==> config.mk <==
export PLATFORM = sky130hd
export DESIGN_NAME = fault_flag_encoder
export DESIGN_NICKNAME = d
export VERILOG_FILES = /design/src/rtl/fault_enc_pkg.sv /design/src/rtl/fault_sticky.sv /design/src/rtl/fault_channel.sv /design/src/rtl/fault_code_merge.sv /design/src/rtl/fault_flag_encoder.sv
export SDC_FILE = /design/constraint.sdc
export NUM_CORES = 1
export LEC_CHECK = 0
export BUFFER_PORTS_ARGS = -buffer_cell sky130_fd_sc_hd__buf_2
export CORE_MARGIN = 2
export CORE_UTILIZATION = 25
export CTS_BUF_LIST = sky130_fd_sc_hd__clkbuf_16
export DETAILED_ROUTE_END_ITERATION = 16
export GPL_ROUTABILITY_DRIVEN = 0
export GPL_TIMING_DRIVEN = 0
export PLACE_DENSITY_LB_ADDON = 0.1
export SYNTH_ARGS = -nofsm -noshare
export SYNTH_HDL_FRONTEND = slang
export SYNTH_SLANG_ARGS = --single-unit
==> constraint.sdc <==
create_clock -name clk -period 1.7 [get_ports clk]
set_input_delay 0.17 -clock clk [delete_from_list [all_inputs] [get_ports clk]]
set_output_delay 0.17 -clock clk [all_outputs]
set_load 0.05 [all_outputs]
==> src/rtl/fault_enc_pkg.sv <==
package fault_enc_pkg;
  localparam int CODE_W = 2;
  typedef logic [CODE_W-1:0] code_t;

  // bit 1 drives the first fault line, bit 0 the second
  localparam code_t CODE_UV = 2'b10;
  localparam code_t CODE_OV = 2'b01;
  localparam code_t CODE_OT = 2'b11;
  localparam code_t CODE_OC = 2'b01;
  localparam code_t CODE_NONE = 2'b00;

  function automatic code_t code_of(input logic uv, input logic ov,
                                    input logic ot, input logic oc);
    code_t c;
    c = CODE_NONE;
    if (uv) c = c | CODE_UV;
    if (ov) c = c | CODE_OV;
    if (ot) c = c | CODE_OT;
    if (oc) c = c | CODE_OC;
    return c;
  endfunction
endpackage

==> src/rtl/fault_sticky.sv <==
// Bank of sticky flags: a set in the same cycle as a clear wins.
module fault_sticky #(
  parameter int W = 1
) (
  input  logic         clk,
  input  logic         rst,
  input  logic [W-1:0] set_i,
  input  logic         clr_i,
  output logic [W-1:0] q_nxt_o
);
  logic [W-1:0] q;

  always_comb begin
    q_nxt_o = set_i | (q & ~{W{clr_i}});
  end

  always_ff @(posedge clk) begin
    if (rst) q <= '0;
    else     q <= q_nxt_o;
  end
endmodule

==> src/rtl/fault_channel.sv <==
// Per-channel secondary fault state: supply flags, overcurrent flag, cycle block.
module fault_channel
  import fault_enc_pkg::*;
(
  input  logic  clk,
  input  logic  rst,
  input  logic  sec_uv,
  input  logic  sec_ov,
  input  logic  oc_evt,
  input  logic  pwm_req,
  input  logic  clr_any,
  input  logic  restart,
  output code_t code_nxt_o,
  output logic  inh_nxt_o
);
  logic [2:0] set_vec;
  logic [2:0] flag_nxt;
  logic       oc_block;
  logic       oc_block_nxt;

  // supply flags echo only on a transmission attempt
  assign set_vec = {oc_evt, pwm_req & sec_ov, pwm_req & sec_uv};

  fault_sticky #(.W(3)) u_flags (
    .clk     (clk),
    .rst     (rst),
    .set_i   (set_vec),
    .clr_i   (clr_any),
    .q_nxt_o (flag_nxt)
  );

  always_comb begin
    oc_block_nxt = oc_evt | (oc_block & ~pwm_req & ~restart);
  end

  always_ff @(posedge clk) begin
    if (rst) oc_block <= 1'b0;
    else     oc_block <= oc_block_nxt;
  end

  assign code_nxt_o = code_of(flag_nxt[0], flag_nxt[1], 1'b0, flag_nxt[2]);
  assign inh_nxt_o  = sec_uv | sec_ov | oc_block_nxt;
endmodule

==> src/rtl/fault_code_merge.sv <==
// OR-combines all code contributions and inhibit terms into registered outputs.
module fault_code_merge
  import fault_enc_pkg::*;
#(
  parameter int NUM_CH = 2
) (
  input  logic                         clk,
  input  logic                         rst,
  input  code_t                        pri_code,
  input  logic [NUM_CH-1:0][CODE_W-1:0] ch_code,
  input  logic                         pri_halt,
  input  logic [NUM_CH-1:0]            ch_inh,
  output code_t                        flag_code,
  output logic [NUM_CH-1:0]            pwm_inhibit
);
  code_t              code_sum;
  logic [NUM_CH-1:0]  inh_sum;

  always_comb begin
    code_sum = pri_code;
    for (int i = 0; i < NUM_CH; i++) begin
      code_sum = code_sum | ch_code[i];
    end
    inh_sum = ch_inh | {NUM_CH{pri_halt}};
  end

  always_ff @(posedge clk) begin
    if (rst) begin
      flag_code   <= CODE_NONE;
      pwm_inhibit <= '0;
    end else begin
      flag_code   <= code_sum;
      pwm_inhibit <= inh_sum;
    end
  end
endmodule

==> src/rtl/fault_flag_encoder.sv <==
module fault_flag_encoder
  import fault_enc_pkg::*;
#(
  parameter int NUM_CH = 2
) (
  input  logic              clk,
  input  logic              rst,
  input  logic              pri_uv,
  input  logic              pri_ov,
  input  logic              pri_ot,
  input  logic [NUM_CH-1:0] sec_uv,
  input  logic [NUM_CH-1:0] sec_ov,
  input  logic [NUM_CH-1:0] oc_evt,
  input  logic [NUM_CH-1:0] pwm_req,
  input  logic              flag_clr,
  input  logic              restart,
  output logic [1:0]        flag_code,
  output logic [NUM_CH-1:0] pwm_inhibit
);
  logic                          clr_any;
  logic [2:0]                    pri_nxt;
  code_t                         pri_code;
  logic                          pri_halt;
  logic [NUM_CH-1:0][CODE_W-1:0] ch_code;
  logic [NUM_CH-1:0]             ch_inh;

  assign clr_any  = flag_clr | restart;
  assign pri_halt = pri_uv | pri_ov | pri_ot;

  // primary flags: a live condition re-sets every cycle, so it cannot be cleared
  fault_sticky #(.W(3)) u_pri (
    .clk     (clk),
    .rst     (rst),
    .set_i   ({pri_ot, pri_ov, pri_uv}),
    .clr_i   (clr_any),
    .q_nxt_o (pri_nxt)
  );

  assign pri_code = code_of(pri_nxt[0], pri_nxt[1], pri_nxt[2], 1'b0);

  for (genvar g = 0; g < NUM_CH; g++) begin : g_ch
    fault_channel u_ch (
      .clk        (clk),
      .rst        (rst),
      .sec_uv     (sec_uv[g]),
      .sec_ov     (sec_ov[g]),
      .oc_evt     (oc_evt[g]),
      .pwm_req    (pwm_req[g]),
      .clr_any    (clr_any),
      .restart    (restart),
      .code_nxt_o (ch_code[g]),
      .inh_nxt_o  (ch_inh[g])
    );
  end

  fault_code_merge #(.NUM_CH(NUM_CH)) u_merge (
    .clk         (clk),
    .rst         (rst),
    .pri_code    (pri_code),
    .ch_code     (ch_code),
    .pri_halt    (pri_halt),
    .ch_inh      (ch_inh),
    .flag_code   (flag_code),
    .pwm_inhibit (pwm_inhibit)
  );
endmodule

Word-level counts from Yosys, hierarchy flattened
Cells that the tools add are included.
{ "word_totals": {"register_bits": 15, "output_inout_bits": 4, "word_cells": 46} }
{ "classes": {"muxes": 9, "n_bitwise": 30} }
{ "ops": {"columns": ["operator", "count"], "rows": [
  ["$and A3 B3 Y3", 3],
  ["$or A1 B1 Y1", 9],
  ["$or A3 B3 Y3", 3],
  ["$and A1 B1 Y1", 8],
  ["$mux W2", 4],
  ["$or A2 B2 Y2", 3],
  ["$mux W1", 5],
  ["$not A1 Y1", 3],
  ["$not A3 Y3", 1]
]} }

Longest topological paths before layout
{ "logic_depth": {"ltp_word": 9, "ltp_mapped": 4, "mapped_depth_nobuf": 3} }

Hierarchy
Synthesis repeated with hierarchy kept, for this count alone.
{ "unflattened": {"cells_unflattened": 75, "hier_area_um2": 646.9} }
{ "modules_own_cells": {"columns": ["module", "n_inst", "cells_each", "area_per_inst_um2", "seq_area_each_um2"], "rows": [
  ["fault_sticky", 3, 15, 123.9, 60.1],
  ["fault_channel", 2, 7, 63.8, 20.0],
  ["fault_code_merge", 1, 12, 122.6, 80.1],
  ["fault_flag_encoder", 1, 4, 25.0, 0.0]
]} }

Worst setup path before layout
Ideal clock, no wire load.
{ "synth_path": {"path_kind": "flip-flop to flip-flop", "from": "reg u_pri.q[2]", "to": "reg u_merge.flag_code[1]", "setup_ns": 0.130, "arrival_time_ns": 0.795, "required_time_ns": 1.570, "setup_slack_ns": 0.775, "stages_incl_launch_ff": 4, "period_less_slack_ns": 0.925, "path_cell_list": "dfxtp_1 -> or2_0 -> a211oi_2 -> a31oi_1"} }
{ "synth_between": {"elab_chain_len": 5} }
{ "synth_lines": {"columns": ["element", "line_no", "rtl"], "rows": [
  ["from (decl)", "fault_sticky.sv:11", "logic [W-1:0] q;"],
  ["from (signal assigned)", "fault_sticky.sv:19", "else q <= q_nxt_o;"],
  ["$and A3 B3 Y3", "fault_sticky.sv:14", "q_nxt_o = set_i | (q & ~{W{clr_i}});"],
  ["$or A3 B3 Y3", "fault_sticky.sv:14", null],
  ["$mux W2", "fault_enc_pkg.sv:18", "if (ot) c = c | CODE_OT;"],
  ["$or A2 B2 Y2 (2 in series)", "fault_code_merge.sv:22", "code_sum = code_sum | ch_code[i];"],
  ["to (signal assigned)", "fault_code_merge.sv:32", "flag_code <= code_sum;"],
  ["to (decl)", "fault_code_merge.sv:13", "output code_t flag_code,"]
]} }
Every way passes these cells.
A chain may end at the register's enable or synchronous reset.

Final worst setup path
Ends and elaborated chain as after synthesis.

==> reports/results.ini <==
[layout]
fill_cells = 207
final_core_util_pct = 37.2
fin_area_sq_um = 738
diodes = 0
drive_gt1_share_pct = 38.7
syn_to_final_growth_pct = 37.9
nets = 91

[sta]
final_max_slew_viol_count = 0
finalCriticalPeriod_ps = 1010
final_hold_viol_count = 0
skew_ps = 0.264
fmax_ghz = 0.990
rsz0062_at_grt = false
max_slew_margin_pct = 79.3
worst_slew_pin_slew_ps = 307
final.setup.tns_ps = 0
setup-violations-final = 0
fin_crit_sh_pct = 59.4

[job]
maxCapViolCount = 0

[cts]
clk_latency_ps = 240
cts.sinks = 15
cts_tree = yes
clock_path_buffers = 2
numCtsBuffers = 3
root_buffer = clkbuf_16
cts.repair.resized = 0
post_cts_buffers = 0
path_clk_slew_ps = 50
htreeDepth = 1
cts_hold_buf = 0

[power]
vdd_drop_max_mv = 0.784
powerDensity_nw_per_um2 = 1250
leakagePower_nw = 0.315

[critical_path]
crit_path_end_kind = register
path_max_fanout = 3
path_class = register to register
worstPathRequired_ps = 1820
arrival_ps = 1130
start_kind = register

[floorplanning]
die_w_um = 50.3
initial_core_util_pct = 27.0
fp.dieH_um = 50.3
rows = 16
die-area_sq_um = 2530
ioPinCount = 19
core_sq_um = 1980

[placed_design]
hpwlAfterDp_um = 909
port-buffer-count = 18
place_area_sq_um = 659

[yosys]
syn_nets = 68
synthArstFlopShare_pct = 0
synth.avg_cell_area_sq_um = 10.1
synth-edff-count = 0
syn_area_sq_um = 536
yosysWarningCount = 0
synth.largest_area_cell = dfxtp_1
synth_commonest_cells = 15 x dfxtp_1, 15 x nor2_1, 7 x a21oi_1
synth_ff_type = dfxtp_1
ys_seq_elements = 15
synthCells = 53
ys_types = 15
ys_seq_area_share_pct = 56.1
synthTopCellsByArea = dfxtp_1 56%, nor2_1 11%, a21oi_1 6.5%, a22oi_2 4.7%, a31oi_1 3.5%
synth_top_area_share_pct = 56.1

[outcome]
status = completed

[global_route]
antenna_found_initial = 0
grt_pass1_vias = 384
grt_pass1_wl_mm = 1.82
grt_max_degree = 11
grtUsageTotal_pct = 10.1
overflow = 0

[route]
vias = 444
drt_first_iter_violations = 2
firstDrtPassIters = 3
postRouteAntennaNets = 0
wl_mm = 1.18
wl_per_cell_um = 11.5
drcViolationCount = 0
viasPerCell = 4.35

[hold_path]
hold_class = input pin to register

==> cell families (layout without fill, tap and decap cells) <==
logic type             after synthesis  after routing  share of synthesized area (%)
buffers and inverters                2             24                           3.04
and+or+nand+nor                     19             19                           15.0
DFF                                 15             15                           56.1
AOI/OAI and AO/OA                   17             17                           25.9
==> state kept, by name, summed over array words and instances (netlist names) <==
register,cells
g_ch.u_ch.u_flags.q,6
u_pri.q,3
g_ch.u_ch.oc_block,2
u_merge.flag_code,2
u_merge.pwm_inhibit,2
==> cell type report <==
type                    instances  area (sq um)  area share, %
clock buffers                   3          75.1           10.2
multi-input cells              36           219           29.7
plain buffers                   2          16.3           2.20
well taps                      27          33.8           4.58
repair buffers                 18          90.1           12.2
clock inverters                 1          3.75          0.508
flip-flops and latches         15           300           40.7
==> metrics by stage <==
stage               setup slack [ps]  power [mW]  cells  hold WS (ps)
floorplan                        775       0.447     53           233
finish                           689       0.923    102           175
global route                     623       0.963    102           183
detailed placement               677       0.488     98           422
CTS                              675       0.934    102           174
global placement                 682       0.488     98           420
==> metal layers <==
layer	GRT usage (%)	wire length [um]
met3	5.36	76
met2	14.0	523
met1	13.0	560
met4	4.17	17
met5	0	0
==> worst paths after layout <==
check	start	end	slack [ps]	cells past startpoint
worst min register to register	u_pri.q[0]	u_pri.q[0]	470	2
worst min-delay path	rst	u_merge.flag_code[0]	170	2
worst max register to register	u_pri.q[2]	u_merge.flag_code[1]	690	3
worst max-delay path	u_pri.q[2]	u_merge.flag_code[1]	690	3
==> placed cells by master (no fill, tap or decap) <==
master / netlist / routed
a211oi_2: 1 / 1
a21oi_1: 7 / 7
a22oi_1: 2 / 2
a22oi_2: 2 / 2
a31oi_1: 3 / 3
a41oi_2: 1 / 1
buf_2: 1 / 19
buf_6: 1 / 1
clkbuf_16: 0 / 3
dfxtp_1: 15 / 15
inv_1: 0 / 1
nor2_1: 15 / 15
nor2_2: 1 / 1
nor3_1: 1 / 1
nor4_1: 1 / 1
o41ai_2: 1 / 1
or2_0: 1 / 1
==> power breakdown <==
part	internal, mW	switching (mW)
Sequential	0.373	0.00828
Clock	0.310	0.132
Combinational	0.0368	0.0618
Total	0.721	0.202
==> worst max-delay path, cell delays in order, from the launching register on <==
cell and delay (ps):
dfxtp_1 330, or2_0 210, a211oi_2 240, a31oi_1 100
Power figures use the tool's default switching activity.
